File: src/rtl/rxbc_pkg.sv
package rxbc_pkg;
    localparam int WARN_BIT_POS = 6;

    // Saturating increment of an unsigned count of width w (w <= 32).
    function automatic logic [31:0] sat_inc(input logic [31:0] v, input int w);
        logic [31:0] lim;
        lim = (32'd1 << w) - 32'd1;
        return (v >= lim) ? lim : v + 32'd1;
    endfunction
endpackage

File: src/rtl/rxbc_counter.sv
module rxbc_counter #(
    parameter int CNT_W = 13
) (
    input  logic             clk,
    input  logic             rst_n,
    input  logic             byte_vld,
    input  logic             rx_active,
    output logic             start,
    output logic [CNT_W-1:0] count_nxt,
    output logic [CNT_W-1:0] count_cur
);
    import rxbc_pkg::*;

    typedef struct packed {
        logic [CNT_W-1:0] count;
        logic             active;
    } cnt_state_t;

    cnt_state_t st_d, st_q;
    logic [CNT_W-1:0] base;

    always_comb begin
        st_d        = st_q;
        st_d.active = rx_active;
        start       = rx_active & ~st_q.active;
        base        = start ? '0 : st_q.count;
        if (rx_active && byte_vld)
            st_d.count = CNT_W'(sat_inc(32'(base), CNT_W));
        else
            st_d.count = base;
    end

    always_ff @(posedge clk) begin
        if (!rst_n) st_q <= '0;
        else        st_q <= st_d;
    end

    assign count_nxt = st_d.count;
    assign count_cur = st_q.count;
endmodule

File: src/rtl/rxbc_runt.sv
module rxbc_runt #(
    parameter int CNT_W   = 13,
    parameter int MIN_LEN = 64
) (
    input  logic             clk,
    input  logic             rst_n,
    input  logic             frame_end,
    input  logic             accept_runt,
    input  logic [CNT_W-1:0] count_nxt,
    output logic             runt_reject
);
    localparam logic [CNT_W-1:0] MIN_CNT = CNT_W'(MIN_LEN);

    typedef struct packed {
        logic reject;
    } runt_state_t;

    runt_state_t st_d, st_q;

    always_comb begin
        st_d        = st_q;
        st_d.reject = frame_end && !accept_runt && (count_nxt < MIN_CNT);
    end

    always_ff @(posedge clk) begin
        if (!rst_n) st_q <= '0;
        else        st_q <= st_d;
    end

    assign runt_reject = st_q.reject;
endmodule

File: src/rtl/rxbc_warn.sv
module rxbc_warn #(
    parameter int               CNT_W     = 13,
    parameter int               THR_W     = 8,
    parameter int               THR_SHIFT = 4,
    parameter logic [THR_W-1:0] THR_RST   = '1
) (
    input  logic             clk,
    input  logic             rst_n,
    input  logic             start,
    input  logic             rx_active,
    input  logic [CNT_W-1:0] count_nxt,
    input  logic             thr_we,
    input  logic [THR_W-1:0] thr_wdata,
    input  logic             warn_clr,
    output logic             warn,
    output logic [THR_W-1:0] thr_val
);
    typedef struct packed {
        logic [THR_W-1:0] thr;
        logic             armed;
        logic             warn;
    } warn_state_t;

    warn_state_t      st_d, st_q;
    logic [CNT_W-1:0] limit;
    logic             armed_now;
    logic             fire;

    always_comb begin
        st_d      = st_q;
        st_d.thr  = thr_we ? thr_wdata : st_q.thr;
        limit     = CNT_W'(st_d.thr) << THR_SHIFT;
        armed_now = st_q.armed | start | thr_we;
        fire      = armed_now && rx_active && (count_nxt >= limit);
        st_d.armed = fire ? 1'b0 : armed_now;
        if (fire)          st_d.warn = 1'b1;
        else if (warn_clr) st_d.warn = 1'b0;
    end

    always_ff @(posedge clk) begin
        if (!rst_n) st_q <= '{thr: THR_RST, armed: 1'b0, warn: 1'b0};
        else        st_q <= st_d;
    end

    assign warn    = st_q.warn;
    assign thr_val = st_q.thr;
endmodule

File: src/rtl/rx_bytecount_warn.sv
module rx_bytecount_warn #(
    parameter int CNT_W     = 13,
    parameter int THR_W     = 8,
    parameter int THR_SHIFT = 4,
    parameter int MIN_LEN   = 64,
    parameter int STAT_W    = 8
) (
    input  logic              clk,
    input  logic              rst_n,
    input  logic              byte_vld,
    input  logic              rx_active,
    input  logic              frame_end,
    input  logic              accept_runt,
    input  logic [THR_W-1:0]  thr_wdata,
    input  logic              thr_we,
    input  logic              warn_clr,
    input  logic              warn_mask,
    output logic [CNT_W-1:0]  byte_count,
    output logic              runt_reject,
    output logic [STAT_W-1:0] int_status,
    output logic              irq
);
    import rxbc_pkg::*;

    logic             start;
    logic [CNT_W-1:0] count_nxt;
    logic             warn;
    logic [THR_W-1:0] thr_val;

    rxbc_counter #(.CNT_W(CNT_W)) u_cnt (
        .clk(clk), .rst_n(rst_n), .byte_vld(byte_vld), .rx_active(rx_active),
        .start(start), .count_nxt(count_nxt), .count_cur(byte_count)
    );

    rxbc_runt #(.CNT_W(CNT_W), .MIN_LEN(MIN_LEN)) u_runt (
        .clk(clk), .rst_n(rst_n), .frame_end(frame_end), .accept_runt(accept_runt),
        .count_nxt(count_nxt), .runt_reject(runt_reject)
    );

    rxbc_warn #(.CNT_W(CNT_W), .THR_W(THR_W), .THR_SHIFT(THR_SHIFT)) u_warn (
        .clk(clk), .rst_n(rst_n), .start(start), .rx_active(rx_active),
        .count_nxt(count_nxt), .thr_we(thr_we), .thr_wdata(thr_wdata),
        .warn_clr(warn_clr), .warn(warn), .thr_val(thr_val)
    );

    for (genvar b = 0; b < STAT_W; b++) begin : g_stat
        if (b == WARN_BIT_POS) begin : g_warn
            assign int_status[b] = warn;
        end else begin : g_zero
            assign int_status[b] = 1'b0;
        end
    end

    assign irq = warn & warn_mask;
endmodule

File: config.mk
export PLATFORM = sky130hd
export DESIGN_NAME = rx_bytecount_warn
export DESIGN_NICKNAME = d
export VERILOG_FILES = /design/src/rtl/rxbc_pkg.sv /design/src/rtl/rxbc_counter.sv /design/src/rtl/rxbc_runt.sv /design/src/rtl/rxbc_warn.sv /design/src/rtl/rx_bytecount_warn.sv
export SDC_FILE = /design/constraint.sdc
export NUM_CORES = 1
export LEC_CHECK = 0
export BUFFER_PORTS_ARGS = -buffer_cell sky130_fd_sc_hd__buf_2
export CAP_MARGIN = 5
export CORE_ASPECT_RATIO = 0.75
export CORE_MARGIN = 1.5
export CORE_UTILIZATION = 40
export DETAILED_ROUTE_END_ITERATION = 10
export HOLD_SLACK_MARGIN = 0.03
export PLACE_DENSITY = 0.71
export SYNTH_ARGS = -nofsm -noshare
export SYNTH_HDL_FRONTEND = slang
export SYNTH_SLANG_ARGS = --single-unit
File: constraint.sdc
create_clock -name clk -period 5.5 [get_ports clk]
set_clock_uncertainty 0.15 [all_clocks]
set_input_delay 0.275 -clock clk [delete_from_list [all_inputs] [get_ports clk]]
set_output_delay 0.275 -clock clk [all_outputs]
set_load 0.1 [all_outputs]
### Word-level counts from Yosys, hierarchy flattened

Index checks and enable logic that the tools add are counted.

| cells by class | value |
|---|---|
| add/sub/neg operators | 1 |
| multiply operators | 0 |
| div/mod/pow operators | 0 |
| magnitude comparators | 3 |
| equal/unequal tests | 0 |
| shift operators | 0 |
| muxes and demuxes | 6 |
| bitwise operators | 6 |
| reduce and logical (&&, ||, !) cells | 8 |

Operator list:

| kind | number |
|---|---|
| 13-bit 2-to-1 mux | 3 |
| 13-bit by 1-bit adder with 13-bit output (second input constant) | 1 |
| 13-bit by 12-bit >= comparator with 1-bit output | 1 |
| 13-bit >= comparator (second input constant) | 1 |
| 13-bit by 7-bit < comparator with 1-bit output (second input constant) | 1 |
| 8-bit 2-to-1 mux | 1 |
| 1-bit logical AND | 5 |
| 1-bit bitwise AND | 2 |
| 1-bit 2-to-1 mux | 2 |
| 1-bit inverter | 2 |
| 1-bit OR | 2 |
| 2-bit nonzero test | 1 |
| 2-bit OR reduction | 1 |
| 1-bit zero test | 1 |

| storage, ports and cells | value |
|---|---|
| flip-flop bits (word level) | 25 |
| bits in latches | 0 |
| bits in writable memories | 0 |
| memory bits (read-only) | 0 |
| input port bits | 17 |
| logic and storage cells | 30 |
| memories kept | 0 |

### Depth between registers and ports, before layout

| logic depth | value |
|---|---|
| depth in word-level cells | 9 |
| mapped depth | 16 |
| mapped depth without buffers | 13 |

### Cells and area by module

From an unflattened synthesis, not the netlist that was laid out.

| second synthesis, totals | value |
|---|---|
| cells, all modules | 198 |
| area, all modules | 1696.6 um^2 |

By module, submodules not included:

| module | times used | cells an instance | area each (um^2) | seq. area each (um^2) |
|---|---|---|---|---|
| rxbc_counter | 1 | 118 | 948.4 | 280.3 |
| rxbc_warn | 1 | 66 | 625.6 | 200.2 |
| rx_bytecount_warn | 1 | 10 | 70.1 | 0.0 |
| rxbc_runt | 1 | 4 | 52.6 | 20.0 |

### Least setup slack after synthesis

OpenSTA, ideal clock, no wires.

| timing | value |
|---|---|
| path type | flip-flop to flip-flop |
| start point | reg u_cnt.st_q[0] in the netlist's numbering |
| end point | reg u_warn.st_q, in the netlist u_warn.warn |
| library setup time | 0.131 ns |
| arrival time | 3.030 ns |
| setup slack | 2.189 ns |
| cell stages (with the launch flop) | 17 |
| buffers on the path | 3 |
| period minus slack after synthesis | 3.311 ns |
| cells stage by stage | dfxtp_1 -> nand2b_1 -> clkbuf_1 -> and2_1 -> ha_1 -> clkbuf_1 -> a21o_2 -> nand4_1 -> or3_4 -> buf_6 -> o21ai_2 -> ha_1 -> nor2b_1 -> o21bai_1 -> a31oi_1 -> a211oi_1 -> a31oi_1 |

| between the ends | value |
|---|---|
| cells in the longest elaborated chain, start to end | 9 |
| elaborated cells between the ends (all ways) | 14 |
| those cells by class | 1 x add/sub; 2 x order compare; 4 x mux; 4 x bitwise; 3 x reduce/logical |

Ends and longest elaborated chain:

| what | RTL line | text |
|---|---|---|
| start: declaration | rxbc_counter.sv:19 | `cnt_state_t st_d, st_q;` |
| start signal: assignment | rxbc_counter.sv:35 | `else st_q <= st_d;` |
| 1-bit inverter (*) | rxbc_counter.sv:25 | `start = rx_active & ~st_q.active;` |
| 1-bit bitwise AND (*) | rxbc_counter.sv:25 |  |
| 13-bit 2-to-1 mux (*) | rxbc_counter.sv:26 | `base = start ? '0 : st_q.count;` |
| 13-bit by 1-bit adder with 13-bit output or 13-bit >= comparator (tied branches) | rxbc_pkg.sv:8 | `return (v >= lim) ? lim : v + 32'd1;` |
| 13-bit 2-to-1 mux | rxbc_pkg.sv:8 |  |
| 13-bit 2-to-1 mux (*) | rxbc_counter.sv:27 | `if (rx_active && byte_vld)` |
| via count_nxt[5] | rx_bytecount_warn.sv:26 | `logic [CNT_W-1:0] count_nxt;` |
| 13-bit by 12-bit >= comparator with 1-bit output (*) | rxbc_warn.sv:34 | `fire = armed_now && rx_active && (count_nxt >= limit);` |
| 1-bit logical AND (*) | rxbc_warn.sv:34 |  |
| 1-bit 2-to-1 mux or 2-bit nonzero test (tied branches) | - |  |
| end signal: assignment | rxbc_warn.sv:41 | `if (!rst_n) st_q <= '{thr: THR_RST, armed: 1'b0, warn: 1'b0};` |
| end signal: assignment | rxbc_warn.sv:42 | `else st_q <= st_d;` |
| end: declaration | rxbc_warn.sv:24 | `warn_state_t st_d, st_q;` |

The timed path passes the listed nets; every way through them passes the cells marked *.
A chain may end at the register's enable or synchronous reset.

### Worst setup path after layout

| timing | value |
|---|---|
| start point | reg u_cnt.st_q[0] in the netlist's numbering |
| end point | reg u_warn.st_q[1] in the netlist's numbering |

| between the ends | value |
|---|---|
| cells in the longest elaborated chain, start to end | 9 |
| elaborated cells between the ends (all ways) | 13 |
| those cells by class | 1 x add/sub; 2 x order compare; 3 x mux; 4 x bitwise; 3 x reduce/logical |

Ends and longest elaborated chain:

| what | RTL line |
|---|---|
| 1-bit inverter (*) | rxbc_counter.sv:25 |
| 1-bit bitwise AND (*) | rxbc_counter.sv:25 |
| 13-bit 2-to-1 mux (*) | rxbc_counter.sv:26 |
| 13-bit by 1-bit adder with 13-bit output or 13-bit >= comparator (tied branches) | rxbc_pkg.sv:8 |
| 13-bit 2-to-1 mux | rxbc_pkg.sv:8 |
| 13-bit 2-to-1 mux (*) | rxbc_counter.sv:27 |
| via count_nxt[10] | rx_bytecount_warn.sv:26 |
| 13-bit by 12-bit >= comparator with 1-bit output (*) | rxbc_warn.sv:34 |
| 1-bit logical AND (*) | rxbc_warn.sv:34 |
| 2-bit OR reduction (no line) (*) | - |

Marks and branches as above.

==> flow_summary.toml <==
[floorplanning]
initial_core_util_pct = 41.7
rows = 20
die-area_sq_mm = 0.00460
io_pins = 40
die_h_microns = 59.1
die_w_microns = 77.8
core_area_sq_mm = 0.00403

[layout]
diodes = 0
drive_gt1_share_pct = 22.9
post-route-util_pct = 44.2
fillers = 427
synthToLayoutAreaGrowth_pct = 5.88
final_cell_mix = "32 x buf_2, 28 x nand2_1, 25 x dfxtp_1"
final_common_cell = "buf_2"
nNetsFinal = 241

[power_and_ir_drop]
combPwrFrac_pct = 17.5
power_switching_mw = 0.108
p_int_mw = 0.252
p_leak_nw = 0.765
pwr-share-clk_pct = 30.1
ir_worst_vdd_mv = 0.119
p_per_area_mw_per_mm2 = 203
power_frac_seq_pct = 52.4
swShare_pct = 30.0

[detailed_routing]
ant_nets = 0
viasPerCell = 5.15
drc = 0
routed_wl_mm = 3.56
routedWlPerCell_microns = 13.2
drt_iter0_drc = 116
num_vias = 1385
detail_route.first_pass.iterations = 4

[worst_setup_path]
crit_type = "reg2reg"
r2r_slack_ps = 1810
crit_path_start_kind = "register"
cp.required_ps = 5520
cp-end-kind = "register"
critPathMaxFanout = 13
arrival_ps = 3710

[timing]
slew_headroom_pct = 61.7
rsz0062_at_grt = "no"
layout_min_cycle_time_ps = 3690
drv_slew = 0
max_freq_ghz = 0.271
setup_viol = 0
setup_tns_ps = 0
hold_viol = 0
fin_crit_sh_pct = 67.0
tightestPinTransition_ps = 569

[clocking]
ctsHoldBuffers = 0
clockRootBuffer = "clkbuf_8"
cts_buffers = 3
cts_buffer_depth = 2
insertion_delay_ps = 270
cts_max_level = 1
post_cts_buffers = 0
cts.repair.resized = 0
numClockSinks = 25
cts.clk_slew.worst_paths_ps = 90
cts_tree = "done"

[synth]
synth_ff_type = "dfxtp_1"
synth_top_family_by_area = "simple AND/OR/NAND/NOR gates"
yosys_warnings = 0
synth_xor_area_share_pct = 4.17
synth-simple-area-share_pct = 27.8
synth_cell_types = 49
synth_compound_area_share_pct = 13.6
postSynth.asyncResetShare_pct = 0
ys_ff_latch = 25
synth_area_sq_mm = 0.00168
ys_seq_area_share_pct = 29.8
synth_fa_ha_area_share_pct = 6.70
synth_cells = 200
syn_avg_cell_area_sq_um = 8.40
synth_mux_area_share_pct = 5.44
synth_edf_count = 0

[global_route]
grt.overflow.total = 0
grt_pass1_wl_mm = 5.64
antenna_found_initial = 0
grt_pass1_vias = 1164
grt_max_degree = 19
grt_use_total_pct = 15.6

[outcome]
status = "complete, no violations"

[flow_run]
max_cap_violations = 0

[worst_hold_path]
hp-class = "in2reg"

[placement]
port_buffers = 32
gp_congestion = 0.896
dp.final_hpwl_mm = 2.77
-- synth_stat cells, types with 2 or more instances --
cell type / n / area, sq um
a211oi_1: 2 / 15.0
a21oi_1: 7 / 35.0
a31oi_1: 3 / 18.8
and2_1: 11 / 68.8
buf_4: 21 / 158
buf_6: 2 / 22.5
clkbuf_1: 5 / 18.8
dfxtp_1: 25 / 500
ha_1: 9 / 113
inv_1: 2 / 7.51
mux2i_1: 8 / 80.1
nand2_1: 28 / 105
nand2b_1: 2 / 12.5
nand3_1: 7 / 35.0
nand4_1: 4 / 25.0
nand4_2: 2 / 25.0
nor2_1: 12 / 45.0
nor3_1: 6 / 30.0
nor4_1: 4 / 25.0
o21ai_0: 2 / 10.0
o21ai_2: 3 / 26.3
o31ai_1: 2 / 15.0
xnor2_1: 7 / 61.3
-- worst paths after layout --
| kind | startpoint | end | cells past startpoint |
|---|---|---|---|
| worst max-delay path | u_cnt.st_q[0]$_SDFF_PN0_ | u_warn.st_q[1]$_SDFF_PP0_ | 12 |
| worst min-delay path | thr_wdata[2] | u_warn.thr_val[2]$_SDFF_PN1_ | 3 |
| worst max register to register | u_cnt.st_q[0]$_SDFF_PN0_ | u_warn.st_q[1]$_SDFF_PP0_ | 12 |
| worst min register to register | u_warn.thr_val[2]$_SDFF_PN1_ | u_warn.thr_val[2]$_SDFF_PN1_ | 2 |
-- power by group through the flow --
stage / registers (mW) / logic, mW / clock network (mW)
global route: 0.190 / 0.0683 / 0.123
detailed placement: 0.193 / 0.0632 / 0
CTS: 0.189 / 0.0633 / 0.114
floorplan: 0.195 / 0.0545 / 0
global placement: 0.193 / 0.0629 / 0
finish: 0.189 / 0.0632 / 0.109
-- worst max-delay path, cell delays in order, from the launching register on --
cell	delay, ps
dfxtp_1	440
nand2b_1	430
and2_1	230
ha_1	300
nand4_1	180
nor4_1	350
o21ai_0	220
or2_1	280
ha_1	300
nand3_1	110
nor3_1	230
nand4b_2	160
a31o_1	200
-- sequential cells by signal, indices dropped and copies added, names as in the netlist --
register	count
u_warn.st_q	1
u_cnt.st_q	1
u_warn.warn	1
u_cnt.count_cur	13
u_runt.runt_reject	1
u_warn.thr_val	8
-- layer usage --
| metal | routed length (microns) | up-vias | track usage [%] | part of all wire [%] |
|---|---|---|---|---|
| met5 | 0 | - | 0 | 0 |
| met4 | 0 | 0 | 1.56 | 0 |
| met3 | 258 | 0 | 4.31 | 7.3 |
| met2 | 1470 | 52 | 22.7 | 41 |
| met1 | 1830 | 624 | 23.5 | 51 |
| li1 | - | 709 | - | - |
-- area by class of cell --
| class | instances | area (sq um) | area share, % |
|---|---|---|---|
| Inverter | 2 | 7.51 | 0.422 |
| Timing Repair Buffer | 32 | 160 | 9.00 |
| Clock buffer | 3 | 41.3 | 2.32 |
| Sequential cell | 25 | 500 | 28.1 |
| Multi-Input combinational cell | 151 | 996 | 56.0 |
| Clock inverter | 1 | 5.00 | 0.281 |
| Tap cell | 55 | 68.8 | 3.87 |
-- through the flow --
stage	hold slack (ps)	area (sq um)	power (mW)	std cells	setup slack, ps
after floorplan	269	1700	0.249	206	2190
after detailed placement	318	1730	0.256	265	1900
final	97.9	1780	0.361	269	1810
after global routing	107	1780	0.381	269	1490
after CTS	97.0	1780	0.366	269	1860
after global placement	314	1730	0.256	265	2020
-- kinds of logic after synthesis --
| group | after synthesis |
|---|---|
| flip-flops | 25 |
| adder cells (fa/ha/maj) | 9 |
| multiplexers | 9 |
| AO/OA/AOI/OAI | 31 |
| buffers and inverters | 30 |
| AND/OR/NAND/NOR | 87 |
| XOR/XNOR | 8 |
| other | 1 |
(Power assumes the default switching activity.)
